<file path="src/rtl/xdma_pkg.sv">
package xdma_pkg;

    localparam int XDMA_DW = 32;

    typedef enum logic [2:0] {
        ST_IDLE,
        ST_WAIT_REQ,
        ST_RELEASE,
        ST_ARB,
        ST_READ,
        ST_WRITE,
        ST_FIN
    } xdma_state_e;

    localparam logic [1:0] W_BYTE   = 2'b00;
    localparam logic [1:0] W_HALF   = 2'b01;
    localparam logic [1:0] W_WORD   = 2'b10;
    localparam logic [1:0] M_SOFT   = 2'b00;
    localparam logic [1:0] M_EXTREQ = 2'b01;

    function automatic logic [2:0] width_bytes(input logic [1:0] code);
        unique case (code)
            W_HALF:  return 3'd2;
            W_WORD:  return 3'd4;
            default: return 3'd1;
        endcase
    endfunction

    function automatic logic [XDMA_DW-1:0] lane_mask(input logic [1:0] code);
        unique case (code)
            W_HALF:  return 32'h0000_FFFF;
            W_WORD:  return 32'hFFFF_FFFF;
            default: return 32'h0000_00FF;
        endcase
    endfunction

endpackage

</file>
<file path="src/rtl/xdma_cfg_check.sv">
module xdma_cfg_check
    import xdma_pkg::*;
#(
    parameter int AW = 16,
    parameter int CW = 16
) (
    input  logic [1:0]    width,
    input  logic [1:0]    mode,
    input  logic          burst,
    input  logic [AW-1:0] src,
    input  logic [AW-1:0] dst,
    input  logic [CW-1:0] count,
    output logic          bad
);

    logic bad_width;
    logic bad_mode;
    logic bad_align;
    logic bad_burst;
    logic bad_count;

    always_comb begin
        bad_width = (width == 2'b11);
        bad_mode  = mode[1];
        unique case (width)
            W_HALF:  bad_align = src[0] | dst[0];
            W_WORD:  bad_align = (|src[1:0]) | (|dst[1:0]);
            default: bad_align = 1'b0;
        endcase
        bad_burst = burst && (mode == M_EXTREQ);
        bad_count = (count == '0);
        bad = bad_width | bad_mode | bad_align | bad_burst | bad_count;
    end

endmodule

</file>
<file path="src/rtl/xdma_addr_gen.sv">
module xdma_addr_gen #(
    parameter int AW = 16
) (
    input  logic          clk,
    input  logic          rst_n,
    input  logic          load,
    input  logic [AW-1:0] base,
    input  logic          fixed_in,
    input  logic          down_in,
    input  logic          step,
    input  logic [2:0]    size_bytes,
    output logic [AW-1:0] addr
);

    logic          fixed_q;
    logic          down_q;
    logic [AW-1:0] inc;

    assign inc = {{(AW-3){1'b0}}, size_bytes};

    always_ff @(posedge clk or negedge rst_n) begin
        if (!rst_n) begin
            addr    <= '0;
            fixed_q <= 1'b0;
            down_q  <= 1'b0;
        end else if (load) begin
            addr    <= base;
            fixed_q <= fixed_in;
            down_q  <= down_in;
        end else if (step && !fixed_q) begin
            addr <= down_q ? (addr - inc) : (addr + inc);
        end
    end

    // a held address does not move on a beat
    p_fixed_hold_r3: assert property (@(posedge clk) disable iff (!rst_n)
        (step && fixed_q && !load) |=> $stable(addr));

    // upward step by the beat size
    p_step_up_r4: assert property (@(posedge clk) disable iff (!rst_n)
        (step && !fixed_q && !down_q && !load) |=> (addr == $past(addr) + $past(inc)));

    // downward step by the beat size
    p_step_down_r4: assert property (@(posedge clk) disable iff (!rst_n)
        (step && !fixed_q && down_q && !load) |=> (addr == $past(addr) - $past(inc)));

endmodule

</file>
<file path="src/rtl/xdma_fsm.sv">
module xdma_fsm
    import xdma_pkg::*;
#(
    parameter int CW        = 16,
    parameter int BURST_LEN = 8
) (
    input  logic          clk,
    input  logic          rst_n,
    input  logic          start,
    input  logic          cfg_bad,
    input  logic [1:0]    cfg_width,
    input  logic [1:0]    cfg_mode,
    input  logic          cfg_burst,
    input  logic          cfg_lock,
    input  logic [CW-1:0] cfg_count,
    input  logic          ext_req,
    input  logic          bus_gnt,
    input  logic          mem_ack,
    input  logic          done_clr,
    output logic          load,
    output logic          rd_step,
    output logic          wr_step,
    output logic          bus_req,
    output logic          bus_lock,
    output logic          mem_rd,
    output logic          mem_wr,
    output logic          busy,
    output logic          done,
    output logic          err,
    output logic [1:0]    size_code,
    output logic [2:0]    size_bytes
);

    localparam int BW = (BURST_LEN > 1) ? $clog2(BURST_LEN) : 1;
    localparam logic [BW-1:0] BEAT_LAST = BW'(BURST_LEN - 1);

    xdma_state_e   state_q, state_d;
    logic [CW-1:0] unit_left;
    logic [BW-1:0] beat_left;
    logic [1:0]    width_q;
    logic          ext_q, burst_q, lock_q, held_q, done_q, err_q;
    logic          last_unit;

    assign last_unit = (unit_left == CW'(1));

    // state register
    always_ff @(posedge clk or negedge rst_n) begin
        if (!rst_n) state_q <= ST_IDLE;
        else        state_q <= state_d;
    end

    // next state
    always_comb begin
        state_d = state_q;
        unique case (state_q)
            ST_IDLE: begin
                if (start && !cfg_bad)
                    state_d = (cfg_mode == M_EXTREQ) ? ST_WAIT_REQ : ST_ARB;
            end
            ST_WAIT_REQ: begin
                if (ext_req) state_d = held_q ? ST_READ : ST_ARB;
            end
            ST_RELEASE: state_d = ST_ARB;
            ST_ARB: begin
                if (bus_gnt) state_d = ST_READ;
            end
            ST_READ: begin
                if (mem_ack) state_d = ST_WRITE;
            end
            ST_WRITE: begin
                if (mem_ack) begin
                    if (beat_left != '0)  state_d = ST_READ;
                    else if (last_unit)   state_d = ST_FIN;
                    else if (ext_q)       state_d = ST_WAIT_REQ;
                    else if (lock_q)      state_d = ST_READ;
                    else                  state_d = ST_RELEASE;
                end
            end
            ST_FIN:  state_d = ST_IDLE;
            default: state_d = ST_IDLE;
        endcase
    end

    // counters, latched configuration and flags
    always_ff @(posedge clk or negedge rst_n) begin
        if (!rst_n) begin
            unit_left <= '0;
            beat_left <= '0;
            width_q   <= W_BYTE;
            ext_q     <= 1'b0;
            burst_q   <= 1'b0;
            lock_q    <= 1'b0;
            held_q    <= 1'b0;
            done_q    <= 1'b0;
            err_q     <= 1'b0;
        end else begin
            if (done_clr) done_q <= 1'b0;
            unique case (state_q)
                ST_IDLE: begin
                    if (start) begin
                        if (cfg_bad) begin
                            err_q <= 1'b1;
                        end else begin
                            err_q     <= 1'b0;
                            width_q   <= cfg_width;
                            ext_q     <= (cfg_mode == M_EXTREQ);
                            burst_q   <= cfg_burst;
                            lock_q    <= cfg_lock;
                            unit_left <= cfg_count;
                            beat_left <= cfg_burst ? BEAT_LAST : '0;
                        end
                    end
                end
                ST_ARB: begin
                    if (bus_gnt) held_q <= lock_q;
                end
                ST_WRITE: begin
                    if (mem_ack) begin
                        if (beat_left != '0) begin
                            beat_left <= beat_left - BW'(1);
                        end else begin
                            unit_left <= unit_left - CW'(1);
                            beat_left <= burst_q ? BEAT_LAST : '0;
                            if (last_unit) held_q <= 1'b0;
                        end
                    end
                end
                ST_FIN:  done_q <= 1'b1;
                default: ;
            endcase
        end
    end

    // outputs
    always_comb begin
        load       = (state_q == ST_IDLE) && start && !cfg_bad;
        mem_rd     = (state_q == ST_READ);
        mem_wr     = (state_q == ST_WRITE);
        rd_step    = mem_rd && mem_ack;
        wr_step    = mem_wr && mem_ack;
        bus_req    = held_q || (state_q == ST_ARB) || mem_rd || mem_wr;
        bus_lock   = held_q;
        busy       = (state_q != ST_IDLE);
        done       = done_q;
        err        = err_q;
        size_code  = width_q;
        size_bytes = width_bytes(width_q);
    end

    // a refused start leaves the channel idle with err set
    p_refuse_idle_r2: assert property (@(posedge clk) disable iff (!rst_n)
        (start && !busy && cfg_bad) |=> (!busy && err));

    // a zero count is refused
    p_zero_count_r11: assert property (@(posedge clk) disable iff (!rst_n)
        (start && !busy && cfg_count == '0) |=> err);

    // a write strobe only begins after an acknowledged read
    p_write_after_read_r10: assert property (@(posedge clk) disable iff (!rst_n)
        $rose(mem_wr) |-> $past(mem_rd && mem_ack));

    // a locked request never drops before the last write
    p_lock_hold_r8: assert property (@(posedge clk) disable iff (!rst_n)
        (bus_lock && !(mem_wr && mem_ack)) |=> bus_req);

    // no read begins while waiting without a request
    p_ext_gate_r7: assert property (@(posedge clk) disable iff (!rst_n)
        (state_q == ST_WAIT_REQ && !ext_req) |=> !mem_rd);

    // done_clr clears the flag unless the transfer is finishing
    p_done_clear_r9: assert property (@(posedge clk) disable iff (!rst_n)
        (done_clr && state_q != ST_FIN) |=> !done);

endmodule

</file>
<file path="src/rtl/xdma_channel.sv">
module xdma_channel
    import xdma_pkg::*;
#(
    parameter int AW        = 16,
    parameter int CW        = 16,
    parameter int BURST_LEN = 8
) (
    input  logic          clk,
    input  logic          rst_n,
    input  logic          start,
    input  logic [1:0]    cfg_width,
    input  logic [1:0]    cfg_mode,
    input  logic          cfg_src_fixed,
    input  logic          cfg_dst_fixed,
    input  logic          cfg_src_down,
    input  logic          cfg_dst_down,
    input  logic          cfg_burst,
    input  logic          cfg_lock,
    input  logic [AW-1:0] cfg_src_addr,
    input  logic [AW-1:0] cfg_dst_addr,
    input  logic [CW-1:0] cfg_count,
    input  logic          ext_req,
    input  logic          done_clr,
    output logic          bus_req,
    input  logic          bus_gnt,
    output logic          bus_lock,
    output logic          mem_rd,
    output logic          mem_wr,
    output logic [AW-1:0] mem_addr,
    output logic [1:0]    mem_size,
    output logic [31:0]   mem_wdata,
    input  logic [31:0]   mem_rdata,
    input  logic          mem_ack,
    output logic          busy,
    output logic          done,
    output logic          irq,
    output logic          err
);

    localparam int NPTR = 2;   // index 0 source, index 1 destination

    logic                    cfg_bad;
    logic                    load, rd_step, wr_step;
    logic [2:0]              size_bytes;
    logic [1:0]              size_code;
    logic [NPTR-1:0][AW-1:0] base_a, cur_a;
    logic [NPTR-1:0]         step_a, fix_a, down_a;
    logic [XDMA_DW-1:0]      data_q;

    xdma_cfg_check #(.AW(AW), .CW(CW)) u_check (
        .width (cfg_width),
        .mode  (cfg_mode),
        .burst (cfg_burst),
        .src   (cfg_src_addr),
        .dst   (cfg_dst_addr),
        .count (cfg_count),
        .bad   (cfg_bad)
    );

    xdma_fsm #(.CW(CW), .BURST_LEN(BURST_LEN)) u_fsm (
        .clk        (clk),
        .rst_n      (rst_n),
        .start      (start),
        .cfg_bad    (cfg_bad),
        .cfg_width  (cfg_width),
        .cfg_mode   (cfg_mode),
        .cfg_burst  (cfg_burst),
        .cfg_lock   (cfg_lock),
        .cfg_count  (cfg_count),
        .ext_req    (ext_req),
        .bus_gnt    (bus_gnt),
        .mem_ack    (mem_ack),
        .done_clr   (done_clr),
        .load       (load),
        .rd_step    (rd_step),
        .wr_step    (wr_step),
        .bus_req    (bus_req),
        .bus_lock   (bus_lock),
        .mem_rd     (mem_rd),
        .mem_wr     (mem_wr),
        .busy       (busy),
        .done       (done),
        .err        (err),
        .size_code  (size_code),
        .size_bytes (size_bytes)
    );

    assign base_a = {cfg_dst_addr, cfg_src_addr};
    assign fix_a  = {cfg_dst_fixed, cfg_src_fixed};
    assign down_a = {cfg_dst_down, cfg_src_down};
    assign step_a = {wr_step, rd_step};

    for (genvar g = 0; g < NPTR; g++) begin : g_ptr
        xdma_addr_gen #(.AW(AW)) u_addr (
            .clk        (clk),
            .rst_n      (rst_n),
            .load       (load),
            .base       (base_a[g]),
            .fixed_in   (fix_a[g]),
            .down_in    (down_a[g]),
            .step       (step_a[g]),
            .size_bytes (size_bytes),
            .addr       (cur_a[g])
        );
    end

    always_ff @(posedge clk or negedge rst_n) begin
        if (!rst_n)       data_q <= '0;
        else if (rd_step) data_q <= mem_rdata & lane_mask(size_code);
    end

    assign mem_addr  = mem_wr ? cur_a[1] : cur_a[0];
    assign mem_size  = size_code;
    assign mem_wdata = data_q;
    assign irq       = done;

    // the interrupt only rises two cycles after the last write acknowledge
    p_irq_after_write_r9: assert property (@(posedge clk) disable iff (!rst_n)
        $rose(irq) |-> $past(mem_wr && mem_ack, 2));

    // a start while busy never reloads the pointers
    p_busy_no_reload_r12: assert property (@(posedge clk) disable iff (!rst_n)
        (busy && start && !rd_step && !wr_step) |=> ($stable(cur_a) && busy));

endmodule

</file>
<file path="config.mk">
export PLATFORM = sky130hd
export DESIGN_NAME = xdma_channel
export DESIGN_NICKNAME = d
export VERILOG_FILES = /design/src/rtl/xdma_pkg.sv /design/src/rtl/xdma_cfg_check.sv /design/src/rtl/xdma_addr_gen.sv /design/src/rtl/xdma_fsm.sv /design/src/rtl/xdma_channel.sv
export SDC_FILE = /design/constraint.sdc
export NUM_CORES = 1
export LEC_CHECK = 0
export ABC_CLOCK_PERIOD_IN_PS = 6550
export BUFFER_PORTS_ARGS = -buffer_cell sky130_fd_sc_hd__buf_4
export CAP_MARGIN = 40
export CORE_ASPECT_RATIO = 2
export CORE_MARGIN = 8
export CORE_UTILIZATION = 35
export CTS_CLUSTER_DIAMETER = 150
export DETAILED_ROUTE_END_ITERATION = 7
export PLACE_DENSITY = 0.55
export SYNTH_ARGS = -nofsm -noshare
export SYNTH_HDL_FRONTEND = slang
export SYNTH_SLANG_ARGS = --single-unit
</file>
<file path="constraint.sdc">
create_clock -name clk -period 6.55 [get_ports clk]
set_clock_uncertainty 0.2 [all_clocks]
set_input_delay 1.31 -clock clk [delete_from_list [all_inputs] [get_ports clk]]
set_output_delay 1.31 -clock clk [all_outputs]
set_load 0.02 [all_outputs]
</file>
---- After elaboration in Yosys (flattened, before gate mapping) ----
Cells that the tools add are included.
storage, ports and cells
  register bits ........................... 98
  bits of input ports ..................... 97
  output and inout bits ................... 58
  logic and storage cells ................. 127
cells by class
  add/subtract/negate cells ............... 6
  equal/unequal tests ..................... 22
  muxes and demuxes ....................... 43
  bitwise operators ....................... 8
  reduce and logical (&&, ||, !) cells .... 31
operators by type and width
  kind                     number
  $mux W16                 11
  $pmux W32 S2             1
  $mux W3                  16
  $add A16 B3 Y16          2
  $and A32 B32 Y32         1
  $mux W32                 1
  $pmux W16 S2             1
  $sub A16 B3 Y16          2
  $pmux W3 S6              1
  $eq A16 B1 Y1 const B    1
  $logic_not A16 Y1        1
  $sub A16 B1 Y16 const B  1
  $reduce_and A5 Y1        3
  $pmux W3 S2              2
  $ne A2 B2 Y1 const B     5
  $reduce_bool A2 Y1       5
  $eq A3 B3 Y1 const B     3
  $logic_and A1 B1 Y1      8
  $ne A2 B1 Y1 const B     4
  $mux W1                  7
  $eq A2 B1 Y1 const B     3
  $eq A2 B2 Y1 const B     3
  $eq A3 B2 Y1 const B     2
  $or A1 B1 Y1             6
  13 further kinds         20

---- Longest topological paths before layout ----
  word-level depth ........................ 10
  depth in mapped cells ................... 13

---- Hierarchy ----
Synthesis repeated with hierarchy kept, for this count alone.
second synthesis, totals
  cells, all modules ...................... 776
  area total of the unflattened synthesis .. 6917.9 um2
by module, submodules not included
  module                           times used  cells an instance  area an instance (um2)  sequential area each (um2)
  xdma_fsm                         1           241                2058.2                  750.7
  xdma_addr_gen (g_ptr[0].u_addr)  1           191                1595.3                  450.4
  xdma_addr_gen (g_ptr[1].u_addr)  1           189                1592.8                  450.4
  xdma_channel                     1           140                1554.0                  800.8
  xdma_cfg_check                   1           15                 117.6                   0.0

---- Least setup slack after synthesis ----
OpenSTA, ideal clock, no wires.
  path kind ............................... register to output
  start point ............................. register u_fsm.state_q[1]
  end point ............................... output mem_addr[10]
  arrival time ............................ 1925 ps
  data required time ...................... 5040 ps
  path slack .............................. 3115 ps
  cell stages (with the launch flop) ...... 9
  cells stage by stage .................... dfrtp_1 > buf_2 > or2_1 > buf_2 > clkinv_1 > clkbuf_1 > buf_1 > nand2_1 > nand2_1
between the ends
  word-level cells in the longest chain between the ends .. 2
ends and longest elaborated chain
  item                      line                 RTL
  start: declaration        xdma_fsm.sv:37       xdma_state_e state_q, state_d;
  start signal: assignment  xdma_fsm.sv:49       else state_q <= state_d;
  $eq A3 B3 Y1              xdma_fsm.sv:138      mem_wr = (state_q == ST_WRITE);
  via mem_wr                xdma_channel.sv:28   output logic mem_wr,
  $mux W16                  xdma_channel.sv:112  assign mem_addr = mem_wr ? cur_a[1] : cur_a[0];
  end: declaration          xdma_channel.sv:29   output logic [AW-1:0] mem_addr,
The timed path passes the listed nets, and every way through them passes these cells.

---- Final worst setup path ----
  start point ............................. register u_fsm.state_q[2]
  end point ............................... output mem_addr[3]
between the ends
  word-level cells in the longest chain between the ends .. 2
ends and longest elaborated chain
  item          line
  $eq A3 B3 Y1  xdma_fsm.sv:138
  $mux W16      xdma_channel.sv:112
No other way between the ends.

==> impl_metrics.yaml <==
global_routing:
  grt_pass1_wl_um: 33300
  grt_max_degree: 60
  grt_pass1_vias: 6389
  grt-ovfl-total: 0
  antenna_found_initial: 0
  grt_usage: 0.184
synth:
  synth-seq-cells: 98
  synth_top_area_frac: 0.383
  netlist_area_um2: 6410
  yosysWarnings: 0
  synth_area_per_cell_um2: 8.23
  synthXorXnorAreaFrac: 0.0301
  synthDistinctLibCells: 75
  synth_top_area_cell: "dfrtp_1"
  synthCells: 779
  synth_mux_area_frac: 0.0187
  yosysSeqAreaShare: 0.383
  synth-compound-area-share: 0.215
  ys_async_sr_fraction: 1.00
  syn_nets: 918
  synth_ff_type: "dfrtp_1"
  synthSimpleGateAreaFrac: 0.228
  synthAdderAreaFrac: 0.0844
  netlist_top_cells_area: "dfrtp_1 38%, nand2_1 10%, ha_1 7.8%"
  synth_edf_count: 0
  synth_top_family_by_area: "simple AND/OR/NAND/NOR gates"
sta:
  relSlewSlack: 0.462
  worst_pin_slew_ps: 804
  fmax_mhz: 252
  finalHoldViolCount: 0
  period_needed_ps: 3970
  rsz0062_at_grt: "no"
  fin_ws_ps: 2580
  setup_viol: 0
  fin_crit_sh: 0.606
  final.setup.tns_ps: 0
  slew_violations: 0
clock_tree:
  clk_latency_ps: 350
  clock_sinks: 98
  postCtsHoldBufs: 0
  post_cts_buffers: 0
  cts_root_buffer: "clkbuf_16"
  cts.path.max_buffers: 2
  cts_made_buffers: 9
  post_cts_resize_count: 0
  path_clk_slew_ps: 70
  cts_tree: "built"
  cts.htree.levels: 3
setup_path:
  required_ps: 5040
  end_kind: "output port"
  crit_type: "register to output port"
  crit_chain: "nand2_1 > or2_1 > buf_4 > clkinv_1 > buf_4 > nand2_1 > nand2_1 > buf_4"
  crit_fanout: 53
  crit_arrival_ps: 2460
  path_delay_family: "buffers and inverters"
  critPathMaxStageDelay_ps: 650
  critPathBufInv: 4
  worstSetupStartpointType: "register"
  cpMaxStageDelayCell: "dfrtp_1"
placed_design:
  portBuffers: 154
  post-place-ws_ps: 2510
  hpwlAfterDp_um: 16300
  place_inst: 1117
  gp_congestion: 0.838
cells_and_area:
  regArea_um2: 2450
  final_util: 0.445
  fin_nets: 1051
  syn2layout_area_growth_pct: 26.0
  stdcell_count: 1133
  antenna_cells: 0
  fillerInstances: 1888
  multi_input_area_um2: 3700
  drive_gt1_frac: 0.222
min_path:
  hp-class: "register to register"
drt:
  wl_um: 21000
  ant_nets: 0
  first_iter_violations: 318
  drc: 0
  vias_per_cell: 5.30
  wire_per_inst_um: 18.5
  dr.pass1.iters: 6
  vias: 6007
floorplanning:
  ios: 155
  start_util: 0.353
  core_area_um2: 18100
  die_h_um: 207
  dieArea_um2: 23200
  fp-row-count: 70
  dieWidth_um: 112
power_and_ir_drop:
  swShare: 0.471
  max-vdd-ir-drop_uv: 249
  p_clk_frac: 0.124
  p_per_area_nw_per_um2: 534
  intPower_mw: 2.28
  p_total_mw: 4.31
  power_frac_seq: 0.281
  p_switching_mw: 2.03
  combPwrFrac: 0.595
  p_leak_nw: 3.79
run:
  drv_cap: 0
status:
  status: "complete, no violations"
-- stage by stage --
stage	hold slack (ps)	instance area [um2]
3_3_place_gp	254	7720
5_1_grt	295	8080
2_1_floorplan	237	6410
6_report	272	8080
3_5_place_dp	258	7790
4_1_cts	276	8080
-- power groups by stage --
stage / Combinational (mW) / Sequential [mW] / Clock (mW)
3_3_place_gp: 2.56 / 1.23 / 0
4_1_cts: 2.60 / 1.22 / 0.554
6_report: 2.56 / 1.21 / 0.533
3_5_place_dp: 2.58 / 1.23 / 0
2_1_floorplan: 1.71 / 1.24 / 0
5_1_grt: 2.87 / 1.26 / 0.571
-- state kept, by name (all words and copies together) (netlist names), 2 cells and up --
| signal | cells |
|---|---|
| g_ptr.u_addr.addr | 32 |
| mem_wdata | 32 |
| u_fsm.unit_left | 16 |
| u_fsm.beat_left | 3 |
| u_fsm.state_q | 3 |
| g_ptr.u_addr.down_q | 2 |
| g_ptr.u_addr.fixed_q | 2 |
| u_fsm.size_code | 2 |
-- final timing paths --
kind / start / to / slack, ps / depth (start not counted)
min: u_fsm.burst_q$_DFFE_PN0P_ / u_fsm.burst_q$_DFFE_PN0P_ / 270 / 2
max: u_fsm.state_q[2]$_DFFE_PN0P_ / mem_addr[3] / 2580 / 8
max in group asynchronous: rst_n / g_ptr[1].u_addr.addr[0]$_DFFE_PN0P_ / 4530 / 3
min in group asynchronous: rst_n / g_ptr[1].u_addr.addr[13]$_DFFE_PN0P_ / 590 / 1
min reg2reg: u_fsm.burst_q$_DFFE_PN0P_ / u_fsm.burst_q$_DFFE_PN0P_ / 270 / 2
max reg2reg: u_fsm.size_code[0]$_DFFE_PN0P_ / g_ptr[1].u_addr.addr[14]$_DFFE_PN0P_ / 2810 / 11
-- kinds of logic (layout without fill, tap and decap cells) --
group | Yosys count | after routing
mux | 11 | 11
buf+inv | 64 | 202
flops | 98 | 98
fa+ha+maj | 42 | 42
compound gates | 225 | 225
simple gates | 317 | 317
xor+xnor | 22 | 22
-- tightest hold or removal path, stage by stage, from the launching register on --
cell and delay [ps]:
dfrtp_1 340, nand2_1 50, nand2_1 50
-- layout by cell type, fill, tap and decap left out, drive strengths merged, types with 9 or more instances in the layout --
master,count
nor4,9
ha,40
nand3,17
buf,164
o21ai,74
nand2,172
xnor2,14
nor2,54
a31oi,12
a21o,11
a21oi,66
inv,23
dfrtp,98
o22ai,9
nand2b,14
clkbuf,10
-- cell type report --
| class | count | area share |
|---|---|---|
| Multi-Input combinational cell | 617 | 0.458 |
| Sequential cell | 98 | 0.304 |
| Timing Repair Buffer | 164 | 0.158 |
| Tap cell | 216 | 0.0335 |
| Clock buffer | 10 | 0.0296 |
| Inverter | 22 | 0.0102 |
| Clock inverter | 6 | 0.00620 |
-- Yosys cell counts (all sizes together) (11+ instances only) --
cell type  count
a21oi         66
buf           15
xnor2         14
inv           21
dfrtp         98
a21o          11
clkbuf        27
nor2          54
o21ai         74
ha            40
nand2b        14
a31oi         12
nand2        172
nand3         17
-- metal layers --
metal  GRT usage  up-vias  part of all wire
li1            -     3013                 -
met1       0.178     2846              0.36
met2       0.365      121              0.58
met3      0.0335       27             0.040
met4      0.0713        0             0.022
met5           0        -                 0
Note: power is estimated with default switching activity, not from simulation.
